$ cat src/rtl/dma_hs_pkg.sv
package dma_hs_pkg;

    // Packed so that bit 2 = ack_ignore, bit 1 = pol_high, bit 0 = enable
    typedef struct packed {
        logic ack_ignore;
        logic pol_high;
        logic enable;
    } dma_mode_t;

    typedef struct packed {
        logic armed;
        logic cond;
        logic req;
        logic pin;
    } req_state_t;

    localparam logic [2:0] MODE_RESET = 3'b000;

endpackage

$ cat src/rtl/dma_hs_strobe.sv
module dma_hs_strobe
    import dma_hs_pkg::*;
#(
    parameter int                 ADDR_W    = 4,
    parameter logic [ADDR_W-1:0]  DATA_ADDR = '0
) (
    input  logic              clk,
    input  logic              rst_n,
    input  dma_mode_t         mode,
    input  logic              cs_n,
    input  logic              rd_n,
    input  logic              wr_n,
    input  logic [ADDR_W-1:0] addr,
    input  logic              dack,
    input  logic              tc_n,
    output logic              fifo_pop,
    output logic              fifo_push,
    output logic              reg_rd,
    output logic              reg_wr,
    output logic [ADDR_W-1:0] reg_addr,
    output logic              tc_hit
);

    typedef struct packed {
        logic              rd_prev;
        logic              wr_prev;
        logic              pop;
        logic              push;
        logic              rrd;
        logic              rwr;
        logic              tc;
        logic [ADDR_W-1:0] addr;
    } strobe_state_t;

    strobe_state_t st_q, st_d;

    logic              ack_on;
    logic              sel;
    logic              rd_act;
    logic              wr_act;
    logic              rd_edge;
    logic              wr_edge;
    logic [ADDR_W-1:0] eff_addr;
    logic              is_data;

    always_comb begin
        // Acknowledge counts only when enabled and not ignored; its
        // active level is the inverse of the request's.
        ack_on   = mode.enable & ~mode.ack_ignore & (dack ^ mode.pol_high);
        sel      = ~cs_n | ack_on;
        rd_act   = sel & ~rd_n;
        wr_act   = sel & ~wr_n;
        rd_edge  = rd_act & ~st_q.rd_prev;
        wr_edge  = wr_act & ~st_q.wr_prev;
        eff_addr = ack_on ? DATA_ADDR : addr;
        is_data  = (eff_addr == DATA_ADDR);

        st_d         = st_q;
        st_d.rd_prev = rd_act;
        st_d.wr_prev = wr_act;
        st_d.pop     = rd_edge & is_data;
        st_d.push    = wr_edge & is_data;
        st_d.rrd     = rd_edge & ~is_data;
        st_d.rwr     = wr_edge & ~is_data;
        st_d.tc      = ~tc_n & ((rd_edge | wr_edge) & is_data);
        if (rd_edge | wr_edge) begin
            st_d.addr = eff_addr;
        end
    end

    always_ff @(posedge clk or negedge rst_n) begin
        if (!rst_n) begin
            st_q <= '0;
        end else begin
            st_q <= st_d;
        end
    end

    assign fifo_pop  = st_q.pop;
    assign fifo_push = st_q.push;
    assign reg_rd    = st_q.rrd;
    assign reg_wr    = st_q.rwr;
    assign reg_addr  = st_q.addr;
    assign tc_hit    = st_q.tc;

endmodule

$ cat src/rtl/dma_hs_req.sv
module dma_hs_req
    import dma_hs_pkg::*;
#(
    parameter int DEPTH = 32,
    parameter int LVL_W = $clog2(DEPTH + 1)
) (
    input  logic             clk,
    input  logic             rst_n,
    input  dma_mode_t        mode,
    input  logic             rx_mode,
    input  logic             tx_mode,
    input  logic [LVL_W-1:0] fifo_level,
    input  logic [LVL_W-1:0] rx_thresh,
    input  logic [LVL_W-1:0] tx_thresh,
    input  logic             rx_timeout,
    input  logic             tx_empty_ev,
    input  logic             tc_hit,
    output logic             dreq_pin
);

    localparam logic [LVL_W-1:0] FULL_LVL = LVL_W'(DEPTH);

    req_state_t st_q, st_d;

    logic rx_side;
    logic tx_side;
    logic idle;
    logic cond;
    logic clear;
    logic disarm;
    logic rise;

    always_comb begin
        rx_side = rx_mode;
        tx_side = tx_mode & ~rx_mode;
        idle    = ~mode.enable | (~rx_side & ~tx_side);

        if (rx_side) begin
            cond  = (fifo_level >= rx_thresh) | rx_timeout;
            clear = (fifo_level == '0);
        end else if (tx_side) begin
            cond  = (fifo_level < tx_thresh);
            clear = (fifo_level == FULL_LVL) | tx_empty_ev;
        end else begin
            cond  = 1'b0;
            clear = 1'b1;
        end

        disarm = tc_hit | (tx_side & tx_empty_ev);
        rise   = cond & ~st_q.cond;

        st_d      = st_q;
        st_d.cond = idle ? 1'b0 : cond;

        if (idle) begin
            st_d.armed = 1'b1;
        end else if (disarm) begin
            st_d.armed = 1'b0;
        end else if (rise) begin
            st_d.armed = 1'b1;
        end

        if (idle || clear || tc_hit) begin
            st_d.req = 1'b0;
        end else if (cond && st_d.armed) begin
            st_d.req = 1'b1;
        end

        // Inactive level is the inverse of the polarity bit
        st_d.pin = mode.pol_high ? st_d.req : ~st_d.req;
    end

    always_ff @(posedge clk or negedge rst_n) begin
        if (!rst_n) begin
            st_q <= '{armed: 1'b1, cond: 1'b0, req: 1'b0, pin: 1'b1};
        end else begin
            st_q <= st_d;
        end
    end

    assign dreq_pin = st_q.pin;

endmodule

$ cat src/rtl/dma_hs_top.sv
module dma_hs_top
    import dma_hs_pkg::*;
#(
    parameter int DEPTH  = 32,
    parameter int LVL_W  = $clog2(DEPTH + 1),
    parameter int ADDR_W = 4
) (
    input  logic              clk,
    input  logic              rst_n,
    input  logic              mode_we,
    input  logic [2:0]        mode_wdata,
    input  logic              rx_mode,
    input  logic              tx_mode,
    input  logic [LVL_W-1:0]  fifo_level,
    input  logic [LVL_W-1:0]  rx_thresh,
    input  logic [LVL_W-1:0]  tx_thresh,
    input  logic              rx_timeout,
    input  logic              tx_empty_ev,
    input  logic              cs_n,
    input  logic              rd_n,
    input  logic              wr_n,
    input  logic [ADDR_W-1:0] addr,
    input  logic              dack,
    input  logic              tc_n,
    output logic              dreq,
    output logic              fifo_pop,
    output logic              fifo_push,
    output logic              reg_rd,
    output logic              reg_wr,
    output logic [ADDR_W-1:0] reg_addr
);

    dma_mode_t mode_q, mode_d;
    logic      tc_hit;

    always_comb begin
        mode_d = mode_q;
        if (mode_we) begin
            mode_d = dma_mode_t'(mode_wdata);
        end
    end

    always_ff @(posedge clk or negedge rst_n) begin
        if (!rst_n) begin
            mode_q <= dma_mode_t'(MODE_RESET);
        end else begin
            mode_q <= mode_d;
        end
    end

    dma_hs_strobe #(
        .ADDR_W    (ADDR_W),
        .DATA_ADDR ('0)
    ) u_strobe (
        .clk       (clk),
        .rst_n     (rst_n),
        .mode      (mode_q),
        .cs_n      (cs_n),
        .rd_n      (rd_n),
        .wr_n      (wr_n),
        .addr      (addr),
        .dack      (dack),
        .tc_n      (tc_n),
        .fifo_pop  (fifo_pop),
        .fifo_push (fifo_push),
        .reg_rd    (reg_rd),
        .reg_wr    (reg_wr),
        .reg_addr  (reg_addr),
        .tc_hit    (tc_hit)
    );

    dma_hs_req #(
        .DEPTH (DEPTH),
        .LVL_W (LVL_W)
    ) u_req (
        .clk         (clk),
        .rst_n       (rst_n),
        .mode        (mode_q),
        .rx_mode     (rx_mode),
        .tx_mode     (tx_mode),
        .fifo_level  (fifo_level),
        .rx_thresh   (rx_thresh),
        .tx_thresh   (tx_thresh),
        .rx_timeout  (rx_timeout),
        .tx_empty_ev (tx_empty_ev),
        .tc_hit      (tc_hit),
        .dreq_pin    (dreq)
    );

endmodule

$ cat config.mk
export PLATFORM = sky130hd
export DESIGN_NAME = dma_hs_top
export DESIGN_NICKNAME = d
export VERILOG_FILES = /design/src/rtl/dma_hs_pkg.sv /design/src/rtl/dma_hs_strobe.sv /design/src/rtl/dma_hs_req.sv /design/src/rtl/dma_hs_top.sv
export SDC_FILE = /design/constraint.sdc
export NUM_CORES = 1
export LEC_CHECK = 0
export BUFFER_PORTS_ARGS = -buffer_cell sky130_fd_sc_hd__buf_4
export CAP_MARGIN = 20
export CORE_MARGIN = 5
export CORE_UTILIZATION = 40
export DETAILED_ROUTE_END_ITERATION = 7
export PLACE_DENSITY = 0.7
export SLEW_MARGIN = 30
export SYNTH_ARGS = -nofsm -noshare
export SYNTH_HDL_FRONTEND = slang
export SYNTH_HIERARCHICAL = 1
export SYNTH_SLANG_ARGS = --single-unit
export TNS_END_PERCENT = 5
$ cat constraint.sdc
create_clock -name clk -period 1.6 [get_ports clk]
set_clock_uncertainty 0.2 [all_clocks]
set_input_delay 0 -clock clk [delete_from_list [all_inputs] [get_ports clk]]
set_output_delay 0 -clock clk [all_outputs]
set_load 0.005 [all_outputs]
---- Word level (Yosys, flattened, before mapping) ----
Cells that the tools add are included.
word-level totals
  register bits after elaboration ......... 18
  input port bits ......................... 37
  output and inout bits ................... 9
  logic and storage cells ................. 71
operators by class
  order comparisons ....................... 2
  equal/unequal tests ..................... 1
  muxes and demuxes ....................... 12
  bitwise gates (word level) .............. 36
  reduce and logical (&&, ||, !) cells .... 5
operators with widths
  operator                                     number
  bitwise AND 1 bit                            16
  NOT 1 bit                                    13
  two-way mux 1 bit                            11
  equality test 6 bit (second input constant)  1
  >= comparator 6 bit                          1
  zero test 6 bit                              1
  less-than comparator 6 bit                   1
  bitwise OR 1 bit                             6
  zero test 4 bit                              1
  two-way mux 4 bit                            1
  logical OR 1 bit                             2
  logical AND 1 bit                            1
  bitwise XOR 1 bit                            1

---- Depth between registers and ports, before layout ----
Gate-level depths: netlist of run 1.
  word-level depth ........................ 13
  mapped depth ............................ 7
  gate-level depth less buffers ........... 7

---- Modules after synthesis ----
Netlist of run 1, hierarchy kept.
modules (own cells, without submodules)
  module         instances  cells each  area an instance (sq um)  sequential area each (sq um)
  dma_hs_req     1          69          599.3                     102.6
  dma_hs_strobe  1          49          534.3                     275.3
  dma_hs_top     1          6           108.9                     75.1

---- Least setup slack after synthesis of run 1 ----
OpenSTA, ideal clock, no wires.
  kind .................................... register to register
  start point ............................. register u_req/st_q[3] in the netlist's numbering
  end point ............................... register u_req.st_q, in the netlist u_req/dreq_pin
  arrival ................................. 1.291 ns
  path slack .............................. 0.023 ns
  stages on the path, launching flop included .. 6
  path buffers ............................ 0
  path through ............................ dfstp_2 inv_1 a221oi_1 o2111ai_1 o21ba_2 nor3_2
RTL lines
  item                    line              source
  from (decl)             dma_hs_req.sv:23  req_state_t st_q, st_d;
  from (signal assigned)  dma_hs_req.sv:75  st_q <= '{armed: 1'b1, cond: 1'b0, req: 1'b0, pin: 1'b1};
  from (signal assigned)  dma_hs_req.sv:77  st_q <= st_d;

==> impl_metrics.csv, run 1 <==
group,metric,value,unit
die,dieArea,4320,sq um
critical_path,reg2reg_to,"u_req/dreq_pin",
run,cap_violations,0,
synthesis,ys_types,45,
synthesis,synth_compound_area_share,23.46,%
synthesis,syn-num-nets,172,
place,hpwl,2.562,mm
clock_tree,cts_root_buffer,"clkbuf_4",
place,placed_area,1642,sq um
critical_path,cp_data_arrival_time,1610,ps
grt,grt_pass1_vias,1331,
timing,tns,0,ps
worst_hold_path,min_path_type,"in -> reg",
final_layout,drive_gt1_share,38.58,%
timing,rsz0062_at_grt,"yes",
drt,routed_wl,3.390,mm
die,boundaryPins,46,
pwr,power_leakage,0.9220,nW
clock_tree,cts-buffers-inserted,3,
drt,vias,1217,
final_layout,fin_util,63.76,%
clock_tree,ctsHtreeMaxLevel,1,
timing,setup-violations-final,0,
critical_path,required,1610,ps
pwr,powerDensity,661.3,nW/um^2
critical_path,end_kind,"flip-flop",
critical_path,worstSetupEndpoint,"u_req/dreq_pin",
timing,post-route-period-util,99.47,%
final_layout,syn_to_final_growth,55.39,%
synthesis,synth-xor-area-share,0.7049,%
synthesis,yosysSeqAreaShare,36.46,%
outcome,violations,"negative hold slack",
final_layout,ff_latch_area,452.9,sq um
grt,antenna_found_initial,0,
critical_path,r2r_slack,9,ps
clock_tree,cts_max_path_buffers,2,
clock_tree,clkTransAtPathRegs,90,ps
die,core,3028,sq um
grt,grt_pass1_wl,5.837,mm
critical_path,cp_max_fo,2,
critical_path,r2r_cells,5,
synthesis,async_flop_share,100.0,%
outcome,status,"finished with violations",
final_layout,finalInstanceArea,1931,sq um
final_layout,final_common_cell,"buf_4",
place,placedCellCount,214,
synthesis,avgSynthCellArea,10.02,sq um
place,place.gp.congestion,0.7952,
synthesis,synth-seq-cells,18,
timing,min_period,1591,ps
timing,max_slew.worst_pin.slew,720.7,ps
final_layout,final_cells,241,
final_layout,nNetsFinal,246,
critical_path,reg2reg_from,"u_req/st_q[3]",
die,die_x,65.73,microns
synthesis,muxShareOfSynthArea,3.525,%
critical_path,critPathKind,"reg -> reg",
place,io_buffer_count,45,
grt,grt_max_degree,17,
clock_tree,clock-sinks,18,
place,pre_cts_slack,-217.5,ps
grt,grt_overflow,0,
grt,grtUsageTotal,17.24,%
synthesis,synth_flop_cell,"dfrtp_1",
final_layout,fillers,257,
drt,firstDrtPassIters,4,
timing,fin_ws,8.557,ps
timing,final_max_slew_viol_count,0,
drt,drt_iter0_markers,33,
synthesis,syn_inst,124,
drt,drcViolationCount,0,
timing,hold_violations,2,
critical_path,critPathLaunch,"u_req/st_q[3]",
final_layout,antenna_cells,0,
synthesis,synthAdderAreaFrac,11.08,%
drt,viasPerCell,5.050,
die,rows,20,
critical_path,start_kind,"flip-flop",
die,die_h,65.73,microns
drt,wire_per_inst,14.07,microns
pwr,p_total,1.277,mW
final_layout,final_cell_mix,"buf_4 (53), dlygate4sd3_1 (21), dfrtp_1 (16), inv_1 (16), ha_1 (11)",
clock_tree,cts_tree,"done",
pwr,ir_drop,736.7,uV
final_layout,multi_input_area,701.9,sq um
synthesis,synthesis.area,1242,sq um
clock_tree,clock_latency,290,ps
synthesis,yosysWarningCount,6,
synthesis,synth_edf_count,0,
synthesis,yosys.area_share.simple,15.91,%
die,initial_utilization,41.03,%
timing,fmax,0.6284,GHz
timing,maxSlewHeadroom,51.95,%
timing,holdWs,-11.81,ps
drt,postRouteAntennaNets,0,
synthesis,synth_top_family_by_area,"compound AO/OA/AOI/OAI gates",
-- timing repair --
item | in CTS | in global routing
buffers inserted | 1 | 0
gates resized for setup | 3 | 3
hold buffers | 22 | 0
pin swaps | 2 | 1
endpoints found under the hold margin | 35 | 0
endpoints found under the setup margin | 2 | 20
-- registers in the layout (all words and copies together), names as in the netlist --
register            count
u_strobe/reg_rd         1
u_strobe/fifo_push      1
u_strobe/st_q           2
u_strobe/reg_addr       4
u_strobe/fifo_pop       1
u_strobe/reg_wr         1
u_req/st_q              3
u_req/dreq_pin          1
mode_q                  3
u_strobe/tc_hit         1
-- per-layer routing --
layer  GRT usage, %  vias up  part of all wire (%)
li1               -      606                     -
met1          21.55      590                    42
met2          30.54       21                    55
met3          3.932        0                   3.0
met4          2.591        0                     0
met5              0        -                     0
-- kinds of logic (layout without fill, tap and decap cells) --
group	after synthesis	after routing
AO/OA/AOI/OAI	35	35
AND/OR/NAND/NOR	32	32
buffers and inverters	23	96
flip-flops	18	18
adder cells (fa/ha/maj)	11	11
multiplexers	4	4
XOR/XNOR	1	1
-- worst min-delay path by stage --
stage / endpoint / startpoint / cells past startpoint / slack (ps)
final: u_strobe/reg_wr / addr[2] / 3 / -10
after detailed placement: u_req/st_q[2] / rst_n / 1 / -320
after global routing: u_req/dreq_pin / rx_mode / 4 / 0.1
after floorplan: mode_q[0] / rst_n / 0 / -500
after CTS: u_strobe/fifo_push / addr[2] / 4 / -4
after global placement: u_req/st_q[2] / rst_n / 1 / -320
-- synth_stat cells, drive strengths merged, types with 2 or more instances --
library cell  instances  area, sq um
dfrtp                16        400.4
buf                   6        46.29
o21ai                 5        28.78
nor4                  3        33.78
inv                  17        63.81
a21oi                 4        20.02
a211oi                3        32.53
nand3                 4        20.02
o211ai                7        52.55
nand2                 9        33.78
mux2                  3        33.78
nor3b                 2        20.02
nor3                  5        30.03
nor2                  3        13.77
dfstp                 2        52.55
o2111ai               5        43.79
ha                   11        137.6
-- power by group --
group	total (mW)	switching, mW	internal, mW
clock	0.269	0.131	0.139
sequential	0.553	0.0410	0.512
combinational	0.455	0.199	0.255
-- worst max-delay path, cell delays in order, from the launching register on --
cell	delay [ps]
dfstp_2	550
inv_2	40
a221oi_4	300
o2111ai_1	140
o21ba_2	250
nor3_2	40
-- layout make-up --
| class | instances | share of cell area [%] |
|---|---|---|
| Multi-Input combinational cell | 83 | 36.36 |
| Tap cell | 44 | 2.852 |
| Timing Repair Buffer | 75 | 32.15 |
| Clock buffer | 4 | 1.879 |
| Sequential cell | 18 | 23.46 |
| Inverter | 17 | 3.305 |
Power figures use the tool's default switching activity.
==> run 2, diff against run 1 <==
PLACE_DENSITY = 0.71   (was 0.7)
SYNTH_HIERARCHICAL = default   (was 1)
==> run 2 against run 1 <==
Effect of this change: register-to-register slack worse by 50 ps; routed wire length down 6.4%; cell area down 6.4%; the run ends with negative hold slack, negative setup slack left; clock-buffer cell count did not move; power down 5.3%; critical path depth up 1; non-clock buffer count is 5 lower; global-route usage down 1.1 points.
==> impl_metrics.csv, run 2 <==
group,metric,value,unit
final_layout,final_cell_mix,"buf_4 (52), dlygate4sd3_1 (18), dfrtp_1 (16), nand2_1 (15), inv_1 (14)",
synthesis,synth_area_leaders,"dfrtp_1 (35%), ha_1 (12%), inv_1 (5.2%), nand2_1 (4.9%), dfstp_2 (4.6%)",
synthesis,syn_inst,118,
place,io_buffer_count,45,
final_layout,fin_util,65.52,%
synthesis,ys_types,39,
synthesis,synth-seq-cells,18,
clock_tree,clkTransAtPathRegs,100,ps
synthesis,synth.top_cell.area_share,34.74,%
final_layout,final_common_cell,"buf_4",
drt,postRouteAntennaNets,0,
timing,fmax,0.6059,GHz
timing,holdWs,-76.85,ps
drt,met1_length,1.305,mm
critical_path,start_kind,"primary input",
die,dieArea,4055,sq um
timing,rsz0062_at_grt,"yes",
die,die_x,63.68,microns
final_layout,drive_gt1_share,40.96,%
synthesis,avgSynthCellArea,9.766,sq um
drt,firstDrtPassIters,4,
synthesis,yosysTopAreaCell,"dfrtp_1",
drt,drcViolationCount,0,
die,core,2758,sq um
grt,antenna_found_initial,0,
drt,routed_wl,3.172,mm
critical_path,critPathKind,"in -> reg",
critical_path,required,1620,ps
grt,grt_overflow,0,
clock_tree,ctsHtreeMaxLevel,1,
synthesis,synthesis.area,1152,sq um
die,initial_utilization,41.79,%
die,die_h,63.68,microns
critical_path,end_kind,"flip-flop",
timing,min_period,1650,ps
drt,wl_met3,174,microns
pwr,ir_drop,594.2,uV
clock_tree,cts_tree,"done",
final_layout,finalInstanceArea,1807,sq um
grt,grt_pass1_wl,5.388,mm
final_layout,ff_latch_area,452.9,sq um
place,place.gp.congestion,0.7461,
drt,dr_wl_met2,1.652,mm
clock_tree,clock_latency,290,ps
timing,setup-violations-final,2,
place,placed_area,1551,sq um
place,hpwl,2.304,mm
grt,grt_pass1_vias,1181,
drt,viasPerCell,5.119,
final_layout,largest_reg_flops,4,
pwr,power_leakage,0.8904,nW
outcome,status,"finished with violations",
final_layout,multi_input_area,648.1,sq um
drt,drt_iter0_markers,57,
timing,maxSlewHeadroom,73.85,%
synthesis,yosysSeqAreaShare,39.31,%
critical_path,reg2reg_to,"u_req.dreq_pin",
synthesis,synth_common_cells,"dfrtp_1 (16), inv_1 (16), nand2_1 (15)",
drt,wire_per_inst,14.48,microns
critical_path,cp_data_arrival_time,1670,ps
timing,tns,-85.82,ps
run,cap_violations,0,
timing,max_slew.worst_pin.slew,387.2,ps
synthesis,async_flop_share,100.0,%
clock_tree,clock-sinks,18,
drt,top_layer,"met4",
critical_path,r2r_cells,5,
final_layout,nNetsFinal,237,
synthesis,synth_flop_cell,"dfrtp_1",
pwr,powerDensity,669.0,nW/um^2
final_layout,syn_to_final_growth,56.79,%
critical_path,cp_max_fo,3,
final_layout,fillers,223,
clock_tree,cts-buffers-inserted,3,
timing,hold_violations,16,
critical_path,r2r_slack,-40,ps
clock_tree,cts_root_buffer,"clkbuf_4",
synthesis,synth_edf_count,0,
timing,post-route-period-util,103.2,%
grt,grt_max_degree,17,
clock_tree,cts_max_path_buffers,2,
timing,final_max_slew_viol_count,0,
timing,fin_ws,-50.46,ps
synthesis,yosysWarningCount,0,
outcome,violations,"negative hold slack, negative setup slack",
grt,grtUsageTotal,16.19,%
die,rows,19,
die,boundaryPins,46,
synthesis,syn-num-nets,166,
worst_hold_path,min_path_type,"in -> async",
drt,vias,1121,
final_layout,antenna_cells,0,
critical_path,reg2reg_from,"u_req.st_q[3]",
[run 2: how the worst max path moves through the flow]
stage                       start              to  cells after the start
detailed placement  fifo_level[5]  u_req.dreq_pin                      7
global placement    fifo_level[3]   u_req.st_q[3]                      7
CTS                 u_req.st_q[3]  u_req.dreq_pin                      5
finish                tx_empty_ev   u_req.st_q[3]                      6
global route          tx_empty_ev   u_req.st_q[3]                      6
floorplan           u_req.st_q[3]  u_req.dreq_pin                      5
[run 2: routing by layer]
metal,vias up,GRT usage [%]
met3,6,2.842
met1,517,21.54
met5,-,0
li1,562,-
met4,0,4.675
met2,36,26.65
[run 2: final cells by class]
| cell class | count | area share (%) |
|---|---|---|
| sequential | 18 | 25.07 |
| clock buffer | 4 | 2.008 |
| multi-input combinational | 80 | 35.87 |
| tap | 31 | 2.147 |
| inverter | 16 | 3.324 |
| timing repair buffer | 70 | 31.58 |
[run 2: report_power, final]
part	leakage, nW	internal [mW]	switching [mW]
Combinational	0.642	0.222	0.170
Sequential	0.227	0.506	0.0313
Clock	0.0210	0.139	0.140
Total	0.890	0.867	0.342
[run 2: timing repair]
action                     4_1_cts  5_1_grt
gates resized for setup          4        5
buffers inserted                 0        0
pin swaps                        3        2
hold buffers                    18        1
setup endpoints to repair        1       22
gates cloned                     0        0
hold endpoints to repair        36       19
[run 2: critical path: stages]
cell and delay [ps]:
dlygate4sd3_1 530, buf_4 130, nand2_1 60, dlygate4sd3_1 590
a31oi_1 250, o31ai_2 100
[run 2: kinds of logic after synthesis]
group	Yosys count	share of synthesized area, %
adder cells (fa/ha/maj)	11	11.94
flip-flops	18	39.30
buffers and inverters	20	7.818
AND/OR/NAND/NOR	35	16.61
AO/OA/AOI/OAI	30	20.74
multiplexers	3	2.823
XOR/XNOR	1	0.7602
[run 2: metrics by stage]
stage,total power [mW],instances,setup slack (ps)
floorplan,0.7168,118,22.68
global placement,0.8733,197,-142.2
detailed placement,0.8850,197,-231.7
CTS,1.204,219,-1.643
global route,1.286,219,-117.8
finish,1.209,219,-50.46
==> run 3, diff against run 2 <==
CORE_UTILIZATION = 43   (was 40)
PLACE_DENSITY = 0.75   (was 0.71)
==> run 3 against run 2 <==
Effect of this change: the flow finishes with violations (negative setup slack); sequential cell count unchanged; cell area is 1.2% higher; cell count is 0.91% higher; fmax is 3.0% higher; core utilization increased by 7.0 points; sequential share of layout area down 0.29 points; worst setup slack better by 48 ps; hold slack improved by 110 ps; power grew 0.56%; global-route usage up 2.5 points; via count increased by 2.8%; critical path type unchanged.
==> impl_metrics.csv, run 3 (same netlist as run 2, synthesis figures left out) <==
group,metric,value,unit
timing,max_slew.worst_pin.slew,720.6,ps
final_layout,final_common_cell,"buf_4",
clock_tree,clock-sinks,18,
grt,grt_pass1_vias,1183,
pwr,power_leakage,0.9093,nW
critical_path,cp_data_arrival_time,1630,ps
grt,antenna_found_initial,0,
grt,grt_overflow,0,
drt,wire_per_inst,14.82,microns
timing,final_max_slew_viol_count,0,
critical_path,required,1630,ps
timing,fmax,0.6241,GHz
final_layout,nNetsFinal,240,
die,die_h,61.77,microns
final_layout,drive_gt1_share,39.27,%
pwr,p_total,1.216,mW
place,placed_area,1550,sq um
die,initial_utilization,45.68,%
final_layout,antenna_cells,0,
final_layout,fin_util,72.47,%
timing,setup-violations-final,1,
drt,firstDrtPassIters,4,
worst_hold_path,min_from,"rx_mode",
final_layout,finalInstanceArea,1828,sq um
timing,post-route-period-util,100.1,%
clock_tree,cts-buffers-inserted,3,
place,hpwl,2.294,mm
timing,holdWs,35.31,ps
grt,grt_max_degree,17,
outcome,status,"finished with violations",
final_layout,syn_to_final_growth,58.63,%
grt,grt_pass1_wl,5.216,mm
die,rows,18,
drt,routed_wl,3.276,mm
die,core,2522,sq um
final_layout,largest_reg_flops,4,
critical_path,r2r_cells,5,
worst_hold_path,min_path_type,"in -> reg",
drt,postRouteAntennaNets,0,
critical_path,start_kind,"primary input",
drt,vias,1152,
die,dieArea,3815,sq um
outcome,violations,"negative setup slack",
drt,drt_iter0_markers,28,
clock_tree,cts_max_path_buffers,2,
pwr,ir_drop,770.8,uV
die,die_x,61.77,microns
final_layout,final_cells,221,
clock_tree,cts_tree,"done",
final_layout,final_cell_mix,"buf_4 (52), dlygate4sd3_1 (20), dfrtp_1 (16), nand2_1 (15), inv_1 (14)",
timing,maxSlewHeadroom,51.96,%
die,boundaryPins,46,
critical_path,critPathKind,"in -> reg",
grt,grtUsageTotal,18.72,%
critical_path,cp_max_fo,2,
place,pre_cts_slack,-234.1,ps
worst_hold_path,hold-path-endpoint,"u_req.dreq_pin",
clock_tree,ctsHtreeMaxLevel,1,
run,cap_violations,0,
clock_tree,cts_root_buffer,"clkbuf_4",
timing,fin_ws,-2.225,ps
timing,hold_violations,0,
timing,min_period,1602,ps
pwr,powerDensity,664.9,nW/um^2
critical_path,r2r_slack,-2,ps
place,placedCellCount,196,
critical_path,end_kind,"flip-flop",
timing,tns,-2.225,ps
place,io_buffer_count,45,
drt,viasPerCell,5.213,
drt,drcViolationCount,0,
clock_tree,clock_latency,300,ps
timing,rsz0062_at_grt,"yes",
critical_path,reg2reg_to,"u_req.dreq_pin",
place,place.gp.congestion,0.7605,
critical_path,reg2reg_from,"u_req.st_q[3]",
worst_hold_path,whs_path_depth,4,
clock_tree,clkTransAtPathRegs,100,ps
## run 3: cell type report
type / count / area (sq um)
multi-input combinational: 80 / 638.1
tap: 30 / 37.54
clock buffer: 4 / 36.28
inverter: 16 / 60.06
sequential: 18 / 452.9
timing repair buffer: 73 / 603.1
fill: 188 / 694.4
## run 3: how the worst max path moves through the flow
| stage | endpoint | cells past startpoint | startpoint |
|---|---|---|---|
| 2_1_floorplan | u_req.dreq_pin | 5 | u_req.st_q[3] |
| 3_3_place_gp | u_req.st_q[3] | 7 | fifo_level[3] |
| 3_5_place_dp | u_req.st_q[3] | 7 | fifo_level[3] |
| 4_1_cts | u_req.dreq_pin | 5 | u_req.st_q[3] |
| 5_1_grt | u_req.dreq_pin | 5 | u_req.st_q[3] |
| 6_report | u_req.dreq_pin | 7 | tx_mode |
## run 3: timing repair
action | CTS | global route
pin swaps | 2 | 0
hold endpoints to repair | 35 | 0
hold buffers | 21 | 0
setup buffers | 0 | 0
endpoints found under the setup margin | 2 | 24
resized for setup | 4 | 3
## run 3: worst max-delay path, stage by stage
cell,delay (ps)
buf_4,80
dlygate4sd3_1,570
inv_1,90
a311oi_1,360
o21ai_0,200
mux2i_1,160
nor3_2,160
## run 3: report_power, final
part           total (mW)  internal (mW)  leakage [nW]  switching [mW]
Sequential          0.537          0.507         0.227          0.0308
Clock               0.281          0.139        0.0210           0.143
Combinational       0.397          0.226         0.661           0.171
Total                1.22          0.871         0.909           0.345
## run 3: metal layers
layer	share of wire [%]	global-route usage, %
met5	0	0
met3	3.9	4.339
met4	0.40	2.727
met1	37	20.36
met2	58	37.07
